File: config.mk
export PLATFORM = sky130hd
export DESIGN_NAME = gfx_cmd_queue
export DESIGN_NICKNAME = d
export VERILOG_FILES = /design/src/rtl/gfx_cmd_queue_pkg.sv /design/src/rtl/gcq_fifo.sv /design/src/rtl/gcq_shadow_bank.sv /design/src/rtl/gcq_dispatch.sv /design/src/rtl/gfx_cmd_queue.sv
export SDC_FILE = /design/constraint.sdc
export NUM_CORES = 1
export LEC_CHECK = 0
export CORE_UTILIZATION = 47
export CTS_CLUSTER_SIZE = 28
export DETAILED_ROUTE_END_ITERATION = 8
export PLACE_DENSITY = 0.82
export SYNTH_ARGS = -nofsm -noshare
export SYNTH_HDL_FRONTEND = slang
export SYNTH_SLANG_ARGS = --single-unit
File: constraint.sdc
create_clock -name clk -period 4.6 [get_ports clk]
set_input_delay 0.92 -clock clk [delete_from_list [all_inputs] [get_ports clk]]
set_output_delay 0.92 -clock clk [all_outputs]
set_load 0.01 [all_outputs]
File: src/rtl/gfx_cmd_queue_pkg.sv
package gfx_cmd_queue_pkg;
  localparam int unsigned DEF_DEPTH    = 8;
  localparam int unsigned DEF_IDX_W    = 6;
  localparam int unsigned DEF_DATA_W   = 32;
  localparam int unsigned DEF_CMD_BASE = 16;

  typedef enum logic {
    ENG_IDLE = 1'b0,
    ENG_RUN  = 1'b1
  } eng_state_e;
endpackage

File: src/rtl/gcq_fifo.sv
module gcq_fifo #(
  parameter int unsigned DEPTH = 8,
  parameter int unsigned WIDTH = 38,
  localparam int unsigned PTR_W = (DEPTH > 1) ? $clog2(DEPTH) : 1,
  localparam int unsigned LVL_W = $clog2(DEPTH + 1)
) (
  input  logic             clk,
  input  logic             rst_n,
  input  logic             push,
  input  logic [WIDTH-1:0] din,
  input  logic             pop,
  output logic [WIDTH-1:0] dout,
  output logic             full,
  output logic             empty,
  output logic [LVL_W-1:0] level
);
  logic [WIDTH-1:0] mem [DEPTH];
  logic [PTR_W-1:0] wp, rp;

  function automatic logic [PTR_W-1:0] step(input logic [PTR_W-1:0] p);
    return (p == PTR_W'(DEPTH - 1)) ? '0 : p + PTR_W'(1);
  endfunction

  assign full  = (level == LVL_W'(DEPTH));
  assign empty = (level == '0);
  assign dout  = mem[rp];

  always_ff @(posedge clk) begin
    if (push) mem[wp] <= din;
  end

  always_ff @(posedge clk or negedge rst_n) begin
    if (!rst_n) begin
      wp    <= '0;
      rp    <= '0;
      level <= '0;
    end else begin
      if (push) wp <= step(wp);
      if (pop)  rp <= step(rp);
      case ({push, pop})
        2'b10:   level <= level + LVL_W'(1);
        2'b01:   level <= level - LVL_W'(1);
        default: level <= level;
      endcase
    end
  end

  assert_no_overflow_R3: assert property (@(posedge clk) disable iff (!rst_n)
    (push && full) |-> pop);
  assert_level_bound_R3: assert property (@(posedge clk) disable iff (!rst_n)
    level <= LVL_W'(DEPTH));
  assert_no_underflow_R10: assert property (@(posedge clk) disable iff (!rst_n)
    pop |-> !empty);
  assert_push_counts_R2: assert property (@(posedge clk) disable iff (!rst_n)
    (push && !pop) |=> level == $past(level) + LVL_W'(1));
endmodule

File: src/rtl/gcq_shadow_bank.sv
module gcq_shadow_bank #(
  parameter int unsigned SLOTS  = 16,
  parameter int unsigned IDX_W  = 6,
  parameter int unsigned DATA_W = 32
) (
  input  logic                    clk,
  input  logic                    rst_n,
  input  logic                    we,
  input  logic [IDX_W-1:0]        widx,
  input  logic [DATA_W-1:0]       wdata,
  output logic [SLOTS*DATA_W-1:0] q
);
  for (genvar i = 0; i < SLOTS; i++) begin : g_slot
    logic [DATA_W-1:0] r;
    always_ff @(posedge clk or negedge rst_n) begin
      if (!rst_n)                            r <= '0;
      else if (we && widx == IDX_W'(i))      r <= wdata;
    end
    assign q[i*DATA_W +: DATA_W] = r;
  end

  assert_param_in_range_R6: assert property (@(posedge clk) disable iff (!rst_n)
    we |-> widx < IDX_W'(SLOTS));
endmodule

File: src/rtl/gcq_dispatch.sv
module gcq_dispatch
  import gfx_cmd_queue_pkg::*;
#(
  parameter int unsigned IDX_W    = 6,
  parameter int unsigned DATA_W   = 32,
  parameter int unsigned CMD_BASE = 16
) (
  input  logic              clk,
  input  logic              rst_n,
  input  logic              head_valid,
  input  logic [IDX_W-1:0]  head_idx,
  input  logic [DATA_W-1:0] head_data,
  input  logic              done,
  output logic              pop,
  output logic              param_we,
  output logic              start,
  output logic              busy,
  output logic [IDX_W-1:0]  code,
  output logic [DATA_W-1:0] arg
);
  eng_state_e st;
  logic head_is_cmd;

  assign busy        = (st == ENG_RUN);
  assign head_is_cmd = (head_idx >= IDX_W'(CMD_BASE));
  assign pop         = head_valid && !busy;
  assign param_we    = pop && !head_is_cmd;

  always_ff @(posedge clk or negedge rst_n) begin
    if (!rst_n) begin
      st    <= ENG_IDLE;
      start <= 1'b0;
      code  <= '0;
      arg   <= '0;
    end else begin
      start <= 1'b0;
      case (st)
        ENG_IDLE: if (pop && head_is_cmd) begin
          st    <= ENG_RUN;
          start <= 1'b1;
          code  <= head_idx;
          arg   <= head_data;
        end
        ENG_RUN: if (done) st <= ENG_IDLE;
        default: st <= ENG_IDLE;
      endcase
    end
  end

  assert_start_one_cycle_R7: assert property (@(posedge clk) disable iff (!rst_n)
    start |=> !start);
  assert_start_sets_busy_R7: assert property (@(posedge clk) disable iff (!rst_n)
    start |-> busy);
  assert_no_pop_busy_R8: assert property (@(posedge clk) disable iff (!rst_n)
    busy |-> !pop);
  assert_done_clears_R9: assert property (@(posedge clk) disable iff (!rst_n)
    (busy && done) |=> !busy);
  assert_idle_done_noop_R9: assert property (@(posedge clk) disable iff (!rst_n)
    (!busy && !pop) |=> !busy && !start);
endmodule

File: src/rtl/gfx_cmd_queue.sv
module gfx_cmd_queue
  import gfx_cmd_queue_pkg::*;
#(
  parameter int unsigned DEPTH    = DEF_DEPTH,
  parameter int unsigned IDX_W    = DEF_IDX_W,
  parameter int unsigned DATA_W   = DEF_DATA_W,
  parameter int unsigned CMD_BASE = DEF_CMD_BASE,
  localparam int unsigned ENT_W   = IDX_W + DATA_W,
  localparam int unsigned LVL_W   = $clog2(DEPTH + 1)
) (
  input  logic                       clk,
  input  logic                       rst_n,
  input  logic                       wr_valid,
  output logic                       wr_ready,
  input  logic [IDX_W-1:0]           wr_idx,
  input  logic [DATA_W-1:0]          wr_data,
  output logic                       wait_req,
  input  logic                       eng_done,
  output logic                       eng_start,
  output logic [IDX_W-1:0]           eng_code,
  output logic [DATA_W-1:0]          eng_arg,
  output logic [CMD_BASE*DATA_W-1:0] params,
  output logic                       st_full,
  output logic                       st_empty,
  output logic                       st_busy,
  output logic [LVL_W-1:0]           st_level
);
  logic             push, pop, param_we;
  logic [ENT_W-1:0] head;

  assign wr_ready = !st_full || pop;
  assign push     = wr_valid && wr_ready;
  assign wait_req = wr_valid && !wr_ready;

  gcq_fifo #(.DEPTH(DEPTH), .WIDTH(ENT_W)) u_fifo (
    .clk   (clk),
    .rst_n (rst_n),
    .push  (push),
    .din   ({wr_idx, wr_data}),
    .pop   (pop),
    .dout  (head),
    .full  (st_full),
    .empty (st_empty),
    .level (st_level)
  );

  gcq_dispatch #(.IDX_W(IDX_W), .DATA_W(DATA_W), .CMD_BASE(CMD_BASE)) u_disp (
    .clk        (clk),
    .rst_n      (rst_n),
    .head_valid (!st_empty),
    .head_idx   (head[ENT_W-1 -: IDX_W]),
    .head_data  (head[DATA_W-1:0]),
    .done       (eng_done),
    .pop        (pop),
    .param_we   (param_we),
    .start      (eng_start),
    .busy       (st_busy),
    .code       (eng_code),
    .arg        (eng_arg)
  );

  gcq_shadow_bank #(.SLOTS(CMD_BASE), .IDX_W(IDX_W), .DATA_W(DATA_W)) u_shadow (
    .clk   (clk),
    .rst_n (rst_n),
    .we    (param_we),
    .widx  (head[ENT_W-1 -: IDX_W]),
    .wdata (head[DATA_W-1:0]),
    .q     (params)
  );

  assert_wait_only_full_R3: assert property (@(posedge clk) disable iff (!rst_n)
    wait_req |-> (st_full && wr_valid));
  assert_held_write_taken_R4: assert property (@(posedge clk) disable iff (!rst_n)
    (wr_valid && st_full && pop) |=> st_level == LVL_W'(DEPTH));
  assert_shadow_stable_R8: assert property (@(posedge clk) disable iff (!rst_n)
    st_busy |=> $stable(params));
  assert_empty_level_R10: assert property (@(posedge clk) disable iff (!rst_n)
    st_empty == (st_level == '0));
endmodule

Yosys cells after proc, flatten, opt, wreduce, memory -nomap -nowiden
Memory sizes are Yosys's and may differ from the RTL's.
Cells that the tools add are included.
W data, S select, Z words.
{ "totals": {"ff_bits": 562, "mem_count": 1, "ram_bits": 304, "output_inout_bits": 560} }
{ "classes": {"n_lt_le_gt_ge": 1, "muxes": 9, "reduce_logical": 31, "n_addsub": 4, "n_bitwise": 1, "n_eq_ne": 20} }
{ "memory_table": {"columns": ["memory", "words", "width", "rd", "rd_clocked_by_memory_dff", "wr", "line", "text"], "rows": [
  ["u_fifo.mem", 8, 38, 1, 0, 1, "gcq_fifo.sv:17", "logic [WIDTH-1:0] mem [DEPTH];"]
]} }
{ "ops": {"columns": ["cell", "n"], "rows": [
  ["$eq A6 B4 Y1 const B", 8],
  ["$eq A6 B3 Y1 const B", 4],
  ["$logic_and A1 B1 Y1", 21],
  ["$eq A6 B2 Y1 const B", 2],
  ["$pmux W4 S2", 1],
  ["$add A3 B1 Y3 const B", 2],
  ["$eq A3 B3 Y1 const B", 2],
  ["$eq A6 B1 Y1 const B", 1],
  ["$ge A6 B5 Y1 const B", 1],
  ["$logic_not A6 Y1", 1],
  ["$mux W3", 2],
  ["$logic_not A1 Y1", 5],
  ["$mux W1", 5],
  ["$add A4 B1 Y4 const B", 1],
  ["$eq A4 B4 Y1 const B", 1],
  ["$logic_not A4 Y1", 1],
  ["$sub A4 B1 Y4 const B", 1],
  ["$eq A2 B1 Y1 const B", 1],
  ["$eq A2 B2 Y1 const B", 1],
  ["$pmux W1 S2", 1],
  ["$reduce_and A2 Y1", 1],
  ["$reduce_bool A2 Y1", 1],
  ["$logic_or A1 B1 Y1", 1],
  ["$not A1 Y1", 1]
]} }

Logic depth before layout (Yosys ltp)
Gate-level depths: netlist (run 1).
{ "logic_depth": {"ltp_word": 7, "depth_mapped": 10, "mapped_depth_nobuf": 9} }

By module
A second synthesis (run 1) with hierarchy kept.
{ "unflattened": {"hier_cells": 1721, "hier_area_um2": 33209.4} }
{ "by_module_without_submodules": {"columns": ["mod", "cells_each", "instances", "area_per_inst_um2", "seq_area_each_um2"], "rows": [
  ["gcq_shadow_bank", 1128, 1, 19497.4, 12812.3],
  ["gcq_fifo", 498, 1, 12061.6, 9379.0],
  ["gcq_dispatch", 90, 1, 1616.6, 1001.0],
  ["gfx_cmd_queue", 5, 1, 33.8, 0.0]
]} }

Least setup slack after synthesis (run 1)
Ideal clock, no wire load.
{ "synth_timing": {"path_type": "input-to-reg", "from": "input port wr_valid", "to": "memory u_fifo.mem[0][0] (enable)", "stages": 3, "required_ns": 4.072, "arrival_ns": 4.953, "setup_slack_ns": -0.881, "setup_time_ns": 0.528, "path_cell_list": "a21bo_2 clkbuf_1 nor4_1"} }
{ "synth_via": {"elab_chain_cells": 3} }
{ "synth_lines": {"columns": ["item", "line", "text"], "rows": [
  ["start, declared", "gfx_cmd_queue.sv:13", "input logic wr_valid,"],
  ["$logic_and A1 B1 Y1", "gfx_cmd_queue.sv:32", "assign push = wr_valid && wr_ready;"],
  ["$mux W1", "gcq_fifo.sv:29", "if (push) mem[wp] <= din;"],
  ["$mux W1 (not written as such)", "gcq_fifo.sv:29", null],
  ["end, declared", "gcq_fifo.sv:17", null]
]} }
No other way between the ends.

Worst setup path after layout (run 1)
{ "layout_timing": {"from": "register u_fifo.rp[0]", "to": "register u_shadow.g_slot[11].r[20]"} }
{ "layout_via": {"elab_chain_cells": 5, "elab_cells_between_ends": 6, "classes_between": "1 x order compare; 1 x eq/ne; 3 x reduce/logical; 1 x memory"} }
{ "layout_lines": {"columns": ["item", "line", "text"], "rows": [
  ["start, declared", "gcq_fifo.sv:18", "logic [PTR_W-1:0] wp, rp;"],
  ["start signal, assigned", "gcq_fifo.sv:39", "if (pop) rp <= step(rp);"],
  ["$mem_v2 Z8 W38 *", null, null],
  ["$ge A6 B5 Y1", "gcq_dispatch.sv:25", "assign head_is_cmd = (head_idx >= IDX_W'(CMD_BASE));"],
  ["$logic_not A1 Y1", "gcq_dispatch.sv:27", "assign param_we = pop && !head_is_cmd;"],
  ["$logic_and A1 B1 Y1", "gcq_dispatch.sv:27", null],
  ["$logic_and A1 B1 Y1", "gcq_shadow_bank.sv:17", "else if (we && widx == IDX_W'(i)) r <= wdata;"],
  ["end signal, assigned", "gcq_shadow_bank.sv:17", null],
  ["end, declared", "gcq_shadow_bank.sv:14", "logic [DATA_W-1:0] r;"]
]} }
Every way passes the cells marked *; elsewhere a longest branch is shown, timed or not.
A chain may end at the register's enable or synchronous reset.

==> reports/results.txt, run 1 <==
Ports - 602
Cells after DPL - 3,200
Synth warnings - 0
hold crit path type - input port to asynchronous set/reset pin
row count - 96
final worst-path cycle share - 82.29%
CP Buf/Inv Count - 2
Async S/R FF share, synth - 64.90%
first-pass GRT wire length - 133,700 um
endpoint class of the critical path - flop
Distinct cells, synth - 40
gpl congestion - 0.8354
CP cell instances - mux4_2 -> mux2i_1 -> nand4bb_1 -> buf_4 -> or4_2 -> buf_4 -> mux2_1
CTS tree - yes
final WL - 91,360 um
Max stage delay on crit path - 0.72 ns
RSZ-0062 raised after global routing - no
total grt overflow - 0
Layout Cells excl Fill - 3,370
sequential area share after synthesis - 71.19%
status - finished clean
delay-heaviest family, CP - multiplexers
TritonCTS Buffers - 87
number of enable flip-flop cells after synthesis - 304
CP required - 5.09 ns
maximum clock path buffer count - 3
slew of the pin with the lowest slew margin - 0.8975 ns
die area - 0.07037 mm2
max_slew headroom - 40.02%
most frequent cells in the layout - 600 x clkdlybuf4s50_1, 559 x dfrtp_1, 358 x mux2_1
ANT nets after route - 0
flops & latches, synth - 866
most common cell after layout, fill and taps aside - clkdlybuf4s50_1
Final Skew - 0.03277 ns
Synth Instances - 1,729
Post-Syn Area - 0.03258 mm2
Worst-Skew Late Latency - 0.64 ns
synthesized area per cell - 18.84 um2
IO buf count - 601
Filler cells - 4,581
CTS Root Buffer Type - clkbuf_16
Final Util - 62.86%
Die Y - 265.3 um
synth-to-layout area growth - 32.33%
hold_buf cts - 0
vias in the first global route - 19,602
hpwl dp - 59,900 um
Wirelength per Cell - 27.11 um
predominant post-synthesis flop cell - dfrtp_1
Initial Util - 47.50%
static leakage - 18.05 nW
Total Power - 34.17 mW
Worst Path Max Fanout - 32
Residual DRC - 0
worst vdd ir - 0.0005039 V
Area after DPL - 0.03993 mm2
TNS Setup - 0 ns
Total Routing Usage GR - 25.97%
1st-pass router iterations - 5
fmax - 264.2 MHz
Final #Nets - 2,407
Vias/cell - 5.521
CTS resizes - 0
Chip Width - 265.3 um
Crit path arrival time - 4.27 ns
layout cells sized above 1 - 21.71%
CTS H-tree lvls - 3
placeable core area - 0.06859 mm2
maxcap violations - 0
Tmin final - 3.785 ns
initial antenna violation count - 14
Slew Limit Fails - 0
critical setup path kind - flop to flop
Finished Cell Area - 0.04311 mm2
iteration-0 DRC count of the detailed router - 1,498
Clock transition at path regs - 0.06 ns
DR vias - 18,606
syn nets - 1,778
Final Hold Vio Count - 0
Clock Sink Count - 866
critical path's slowest cell - dfrtp_4
most used cell, CP - buf_4
power density cells - 792.6 mW/mm2
Setup Buffers After CTS - 0
final setup fails - 0
largest net degree at the start of global routing - 114
Setup crit start kind - flop
## sequential cells by signal (all words and copies together), names as in the netlist
| signal | count |
|---|---|
| u_fifo.rp | 3 |
| u_disp.code | 6 |
| u_disp.start | 1 |
| u_fifo.level | 4 |
| u_disp.busy | 1 |
| u_fifo.wp | 3 |
| u_disp.arg | 32 |
| u_fifo.mem | 304 |
| u_shadow.g_slot.r | 512 |
## cells in the mapped netlist (all sizes together), types with 2 or more instances
library cell / count / share of area (%)
mux2: 580 / 20
dfrtp: 562 / 43
edfxtp: 304 / 28
mux4: 76 / 5.3
buf: 62 / 1.0
clkbuf: 50 / 0.58
nor2: 19 / 0.23
nor3: 9 / 0.15
a21oi: 8 / 0.12
nand2: 7 / 0.081
ha: 6 / 0.23
mux2i: 5 / 0.18
nand2b: 5 / 0.096
o21ai: 5 / 0.077
a21o: 4 / 0.092
inv: 4 / 0.046
nand3b: 4 / 0.092
nor4: 3 / 0.077
nand3: 2 / 0.031
xnor2: 2 / 0.054
## layout make-up
class / count / area [um2] / area share (%)
Inverter: 4 / 15.01 / 0.03483
Multi-Input combinational cell: 747 / 9010 / 20.90
Timing Repair Buffer: 652 / 6541 / 15.17
Sequential cell: 866 / 23200 / 53.81
Clock buffer: 126 / 2619 / 6.075
Clock inverter: 37 / 544.3 / 1.263
Antenna cell: 7 / 17.52 / 0.04063
Tap cell: 931 / 1165 / 2.702
## kinds of logic (layout without fill, tap and decap cells)
logic type / Yosys count / in the layout / share of synthesized area [%]
buffers and inverters: 116 / 819 / 1.659
other: 0 / 7 / 0
muxes: 661 / 661 / 25.48
DFF: 866 / 866 / 71.19
and+or+nand+nor: 58 / 58 / 0.9756
AOI/OAI and AO/OA: 18 / 18 / 0.3226
xor gates and xnor gates: 3 / 3 / 0.08067
adders and majority gates: 7 / 7 / 0.2919
## metal layers
layer	up-vias	part of all wire [%]	global-route usage, %
li1	7733	-	-
met1	9817	38	31.78
met2	824	51	43.80
met3	224	7.3	6.545
met4	8	4.1	11.11
met5	-	0.065	0
## worst paths after layout
path	from	end	slack (ns)	cells past startpoint
max in group asynchronous	rst_n	u_shadow.g_slot[6].r[20]$_DFFE_PN0P_	3.14	3
max	u_fifo.rp[0]$_DFFE_PN0P_	u_shadow.g_slot[11].r[20]$_DFFE_PN0P_	0.81	7
max reg2reg	u_fifo.rp[0]$_DFFE_PN0P_	u_shadow.g_slot[11].r[20]$_DFFE_PN0P_	0.81	7
min	rst_n	u_shadow.g_slot[6].r[29]$_DFFE_PN0P_	0.24	1
min reg2reg	u_shadow.g_slot[1].r[20]$_DFFE_PN0P_	u_shadow.g_slot[1].r[20]$_DFFE_PN0P_	0.48	1
min in group clk	u_shadow.g_slot[1].r[20]$_DFFE_PN0P_	u_shadow.g_slot[1].r[20]$_DFFE_PN0P_	0.48	1
## power breakdown
group / total, mW / internal [mW] / switching, mW
combinational: 14.0 / 6.96 / 7.04
clock: 7.61 / 4.61 / 3.00
sequential: 12.6 / 10.9 / 1.65
total: 34.2 / 22.5 / 11.7
## stage by stage
stage | hold slack (ns) | setup WS [ns]
global placement | 0.4665 | 1.025
global route | 0.2600 | 0.7042
detailed placement | 0.4737 | 0.8960
floorplan | 0.5288 | 0.1196
CTS | 0.2354 | 0.8529
finish | 0.2422 | 0.8147
No activity file was read; power rests on OpenSTA's default activity.
==> run 2, diff against run 1 <==
--- a/config.mk
+++ b/config.mk
@@ -5,10 +5,10 @@
 export SDC_FILE = /design/constraint.sdc
 export NUM_CORES = 1
 export LEC_CHECK = 0
-export CORE_UTILIZATION = 47
+export CORE_UTILIZATION = 50
 export CTS_CLUSTER_SIZE = 28
 export DETAILED_ROUTE_END_ITERATION = 8
-export PLACE_DENSITY = 0.82
+export PLACE_DENSITY = 0.83
 export SYNTH_ARGS = -nofsm -noshare
 export SYNTH_HDL_FRONTEND = slang
 export SYNTH_SLANG_ARGS = --single-unit
==> constraint.sdc (replaced) <==
create_clock -name clk -period 3.8 [get_ports clk]
set_input_delay 0.76 -clock clk [delete_from_list [all_inputs] [get_ports clk]]
set_output_delay 0.76 -clock clk [all_outputs]
set_load 0.01 [all_outputs]
==> reports/results.txt, run 2 (synthesized netlist as in run 1, its figures left out) <==
initial antenna violation count - 11 (-3)
Setup Buffers After CTS - 0 (unchanged)
max reg flops - 512 (unchanged)
1st-pass router iterations - 4 (-1)
status - finished clean
first-pass GRT wire length - 134,900 um (+0.83%)
ANT nets after route - 0 (unchanged)
most used cell, CP - buf_4
Worst-Skew Late Latency - 0.64 ns (about the same)
Ports - 602 (unchanged)
fmax - 305.7 MHz (+16%)
final WL - 91,500 um (+0.16%)
CTS tree - yes
static leakage - 17.98 nW (-0.42%)
Final Skew - 0.03168 ns (-0.001087 ns)
endpoint class of the critical path - flop
gpl congestion - 0.8380 (+0.31%)
Tmin final - 3.271 ns (-0.5143 ns)
CTS H-tree lvls - 3 (unchanged)
row count - 93 (-3.1%)
maximum clock path buffer count - 3 (unchanged)
largest registers - u_shadow.g_slot.r: 512 flops, u_fifo.mem: 304 flops, u_disp.arg: 32 flops
Reg2Reg Depth - 7 (unchanged)
Initial Util - 50.54% (+3.0 points)
IO buf count - 601 (unchanged)
worst vdd ir - 0.0004492 V (-11%)
final setup fails - 0 (unchanged)
layout cells sized above 1 - 21.45% (-0.26 points)
iteration-0 DRC count of the detailed router - 1,532 (+2.3%)
Worst Path Max Fanout - 21 (-34%)
Cells after DPL - 3,132 (-2.1%)
Slew Limit Fails - 0 (unchanged)
CP cell instances - buf_4 -> mux4_2 -> mux2i_2 -> nand3b_1 -> nor2_4 -> buf_4 -> mux2_2
Finished Cell Area - 0.04288 mm2 (-0.53%)
maxcap violations - 0 (unchanged)
Residual DRC - 0 (unchanged)
TritonCTS Buffers - 87 (unchanged)
Final Util - 66.52% (+3.7 points)
Total Routing Usage GR - 27.81% (+1.8 points)
critical setup path kind - flop to flop
final worst-path cycle share - 86.08% (+3.8 points)
Wirelength per Cell - 27.73 um (+2.3%)
Post-Place Worst Slack - 0.5124 ns (-0.3836 ns)
total grt overflow - 0 (unchanged)
Final #Nets - 2,415 (+0.33%)
Crit path arrival time - 3.77 ns (-0.50 ns)
vias in the first global route - 19,596 (-0.031%)
Layout Cells excl Fill - 3,299 (-2.1%)
Die Y - 257.3 um (-3.0%)
Max stage delay on crit path - 0.56 ns (-0.16 ns)
Vias/cell - 5.670 (+2.7%)
Setup crit start kind - flop
RSZ-0062 raised after global routing - no
slew of the pin with the lowest slew margin - 0.9030 ns (+0.005434 ns)
hpwl dp - 59,340 um (-0.95%)
final worst slack - 0.5290 ns (-0.2857 ns)
placeable core area - 0.06446 mm2 (-6.0%)
CP required - 4.30 ns (-0.79 ns)
most frequent cells in the layout - 600 x clkdlybuf4s50_1, 559 x dfrtp_1, 358 x mux2_1
Chip Width - 257.3 um (-3.0%)
power density cells - 954.2 mW/mm2 (+20%)
CTS Root Buffer Type - clkbuf_16
max_slew headroom - 39.67% (-0.35 points)
most common cell after layout, fill and taps aside - clkdlybuf4s50_1
hold_buf cts - 0 (unchanged)
DR vias - 18,706 (+0.54%)
hold crit path type - input port to asynchronous set/reset pin
largest net degree at the start of global routing - 97 (-15%)
Area after DPL - 0.03994 mm2 (about the same)
synth-to-layout area growth - 31.62%
Final Hold Vio Count - 0 (unchanged)
CTS resizes - 0 (unchanged)
die area - 0.06618 mm2 (-6.0%)
Clock Sink Count - 866 (unchanged)
largest register by flop count - u_shadow.g_slot.r
critical path's slowest cell - mux4_2
Clock transition at path regs - 0.06 ns (about the same)
run 2: worst paths after layout:
check,start,end,slack [ns]
max in group asynchronous,rst_n,u_shadow.g_slot[15].r[31]$_DFFE_PN0P_,2.48
hold / removal,rst_n,u_shadow.g_slot[7].r[26]$_DFFE_PN0P_,0.13
setup reg to reg,u_fifo.rp[0]$_DFFE_PN0P_,u_shadow.g_slot[0].r[31]$_DFFE_PN0P_,0.53
hold reg to reg,u_shadow.g_slot[9].r[5]$_DFFE_PN0P_,u_shadow.g_slot[9].r[5]$_DFFE_PN0P_,0.48
setup / recovery,u_fifo.rp[0]$_DFFE_PN0P_,u_shadow.g_slot[0].r[31]$_DFFE_PN0P_,0.53
min in group clk,u_shadow.g_slot[9].r[5]$_DFFE_PN0P_,u_shadow.g_slot[9].r[5]$_DFFE_PN0P_,0.48
run 2: power by group:
| group | total (mW) | switching (mW) | internal [mW] |
|---|---|---|---|
| Clock | 8.70 | 3.59 | 5.11 |
| Combinational | 17.1 | 8.63 | 8.46 |
| Sequential | 15.1 | 1.93 | 13.2 |
run 2: cell type report:
class | instances | area [um2]
Clock inverter | 43 | 470.5
Timing Repair Buffer | 660 | 6639
Antenna cell | 6 | 15.01
Clock buffer | 118 | 2456
Fill cell | 4115 | 21580
Sequential cell | 866 | 23200
Inverter | 4 | 15.01
Multi-Input combinational cell | 747 | 9016
Tap cell | 855 | 1070
run 2: routing by layer:
layer | global-route usage, % | wire length (um) | vias to the layer above
li1 | - | - | 7726
met1 | 34.79 | 35470 | 10039
met2 | 46.65 | 46110 | 744
met3 | 6.009 | 5942 | 193
met4 | 12.29 | 3944 | 4
met5 | 0 | 27 | -
run 2: through the flow:
| step | hold WS, ns | power, mW | setup TNS [ns] |
|---|---|---|---|
| 6_report | 0.1256 | 40.92 | 0 |
| 5_1_grt | 0.1531 | 42.47 | 0 |
| 4_1_cts | 0.1127 | 41.12 | 0 |
| 3_5_place_dp | 0.4737 | 32.27 | 0 |
| 3_3_place_gp | 0.4667 | 31.60 | 0 |
| 2_1_floorplan | 0.4644 | 22.04 | -59.33 |
run 2: worst max-delay path: cells and delay by family (launching register included):
family,cells,cell delay (ns)
multiplexers,3,1.43
buffers and inverters,2,0.67
flip-flops,1,0.52
AND/OR/NAND/NOR,2,0.50
==> run 3, diff against run 2 <==
==> constraint.sdc (replaced) <==
create_clock -name clk -period 3.8 [get_ports clk]
set_input_delay 0.57 -clock clk [delete_from_list [all_inputs] [get_ports clk]]
set_output_delay 0.57 -clock clk [all_outputs]
set_load 0.01 [all_outputs]
==> reports/results.txt, run 3 (synthesized netlist as in run 1, its figures left out) <==
r2r setup slk - 0.25 ns (-0.28 ns)
hold_buf cts - 0 (unchanged)
IO buf count - 601 (unchanged)
WHS - -0.02089 ns (-0.1465 ns)
static leakage - 18.02 nW (+0.22%)
Internal - 26.85 mW (+0.30%)
iteration-0 DRC count of the detailed router - 1,344 (-12%)
CP required - 4.30 ns (about the same)
first-pass GRT wire length - 134,800 um (about the same)
Die Y - 257.3 um (unchanged)
Final #Nets - 2,420 (+0.21%)
final worst-path cycle share - 93.54% (+7.5 points)
WL met3 - 6580 um (+11%)
Cells after DPL - 3,136 (+0.13%)
final setup fails - 0 (unchanged)
row count - 93 (unchanged)
largest net degree at the start of global routing - 108 (+11%)
wire length on met1 - 34,950 um (-1.5%)
layout cells sized above 1 - 21.81% (+0.36 points)
power density cells - 955.4 mW/mm2 (+0.12%)
largest registers - u_shadow.g_slot.r: 512 flops, u_fifo.mem: 304 flops, u_disp.arg: 32 flops
Worst-Skew Late Latency - 0.63 ns (about the same)
Tmin final - 3.555 ns (+0.2837 ns)
Net Sw Power - 14.15 mW (about the same)
CTS H-tree lvls - 3 (unchanged)
maximum clock path buffer count - 3 (unchanged)
Residual DRC - 0 (unchanged)
Clock Sink Count - 866 (unchanged)
Setup crit start kind - flop
Total Routing Usage GR - 27.96% (+0.15 points)
most frequent cells in the layout - 600 x clkdlybuf4s50_1, 559 x dfrtp_1, 358 x mux2_1
vias in the first global route - 19,671 (+0.38%)
Final Skew - 0.02816 ns (-0.003522 ns)
Final Hold Vio Count - 2 (+2)
endpoint class of the critical path - flop
metal2 WL - 46,230 um (+0.25%)
max reg flops - 512 (unchanged)
total grt overflow - 0 (unchanged)
CTS tree - yes
Initial Util - 50.54% (unchanged)
Switching Share - 34.52% (-0.056 points)
maxcap violations - 0 (unchanged)
Ports - 602 (unchanged)
Wirelength per Cell - 27.90 um (+0.60%)
largest register by flop count - u_shadow.g_slot.r
Finished Cell Area - 0.04292 mm2 (about the same)
synth-to-layout area growth - 31.74% (about the same)
Slew Limit Fails - 0 (unchanged)
die area - 0.06618 mm2 (unchanged)
hpwl dp - 59,870 um (+0.90%)
TritonCTS Buffers - 88 (+1.1%)
Layout Cells excl Fill - 3,300 (+0.030%)
Vias/cell - 5.704 (+0.60%)
critical setup path kind - flop to flop
failing checks - negative hold slack
fmax - 281.3 MHz (-8.0%)
highest metal used - met5
DR vias - 18,824 (+0.63%)
Clock transition at path regs - 0.06 ns (about the same)
CTS resizes - 0 (unchanged)
sequential power share - 37.0% (about the same)
1st-pass router iterations - 5 (+1)
slew of the pin with the lowest slew margin - 0.8982 ns (-0.004717 ns)
Worst Path Max Fanout - 32 (+52%)
Filler cells - 4,149 (+0.83%)
CTS Root Buffer Type - clkbuf_16
max_slew headroom - 39.98% (+0.32 points)
hold crit path type - input port to asynchronous set/reset pin
Area after DPL - 0.03996 mm2 (about the same)
placeable core area - 0.06446 mm2 (unchanged)
Chip Width - 257.3 um (unchanged)
worst vdd ir - 0.0004528 V (+0.80%)
Crit path arrival time - 4.05 ns (+0.28 ns)
RSZ-0062 raised after global routing - no
status - complete, but fails checks
Setup Buffers After CTS - 0 (unchanged)
most common cell after layout, fill and taps aside - clkdlybuf4s50_1
final WL - 92,070 um (+0.63%)
Comb pwr share - 41.6% (-0.2 points)
gpl congestion - 0.8508 (+1.5%)
ANT nets after route - 0 (unchanged)
Clk network pwr share - 21.4% (about the same)
initial antenna violation count - 14 (+3)
## run 3: path summary, 6_finish.rpt
check,from,depth (start not counted),end
setup / recovery,u_fifo.rp[0]$_DFFE_PN0P_,7,u_shadow.g_slot[11].r[21]$_DFFE_PN0P_
hold / removal,rst_n,1,u_shadow.g_slot[2].r[31]$_DFFE_PN0P_
setup reg to reg,u_fifo.rp[0]$_DFFE_PN0P_,7,u_shadow.g_slot[11].r[21]$_DFFE_PN0P_
hold reg to reg,u_shadow.g_slot[1].r[19]$_DFFE_PN0P_,1,u_shadow.g_slot[1].r[19]$_DFFE_PN0P_
max in group asynchronous,rst_n,2,u_shadow.g_slot[10].r[17]$_DFFE_PN0P_
min in group clk,u_shadow.g_slot[1].r[19]$_DFFE_PN0P_,1,u_shadow.g_slot[1].r[19]$_DFFE_PN0P_
## run 3: stage by stage
step | setup TNS (ns) | setup WS (ns) | utilization, % | total power, mW | hold WS (ns)
6_report | 0 | 0.2453 | 66.57 | 41.00 | -0.02089
5_1_grt | 0 | 0.05961 | 66.57 | 42.57 | 0.03573
4_1_cts | 0 | 0.2364 | 66.57 | 41.23 | 0.01032
3_5_place_dp | 0 | 0.2636 | 61.98 | 32.31 | 0.4737
3_3_place_gp | 0 | 0.3590 | 61.98 | 31.62 | 0.4660
2_1_floorplan | -48.17 | -0.4225 | - | 22.04 | 0.2744
## run 3: routing by layer
metal  up-vias  track usage (%)
met5         -                0
met2       847            46.78
met4        14            12.71
met3       233            6.550
li1       7738                -
met1      9992            34.61
## run 3: layout make-up
cell class / count / area [um2] / share of cell area (%)
clock buffers: 127 / 2562 / 5.971
well taps: 855 / 1070 / 2.493
repair buffers: 664 / 6656 / 15.51
clock inverters: 36 / 395.4 / 0.9213
multi-input cells: 747 / 9016 / 21.01
inverters: 4 / 15.01 / 0.03499
flip-flops and latches: 866 / 23200 / 54.06
diodes: 1 / 2.502 / 0.005831
## run 3: power by group through the flow
stage          Clock [mW]  Combinational, mW  Sequential (mW)
2_1_floorplan           0               5.79             16.3
3_3_place_gp            0               16.6             15.0
3_5_place_dp            0               17.0             15.3
4_1_cts              8.90               17.2             15.2
5_1_grt              9.27               17.7             15.6
6_report             8.77               17.1             15.2
## run 3: worst max-delay path, cell delays in order, from the launching register on
cell	delay, ns
dfrtp_4	0.66
mux4_2	0.57
mux2i_2	0.17
buf_4	0.17
nand4bb_1	0.34
or4_2	0.79
buf_4	0.31
mux2_1	0.38
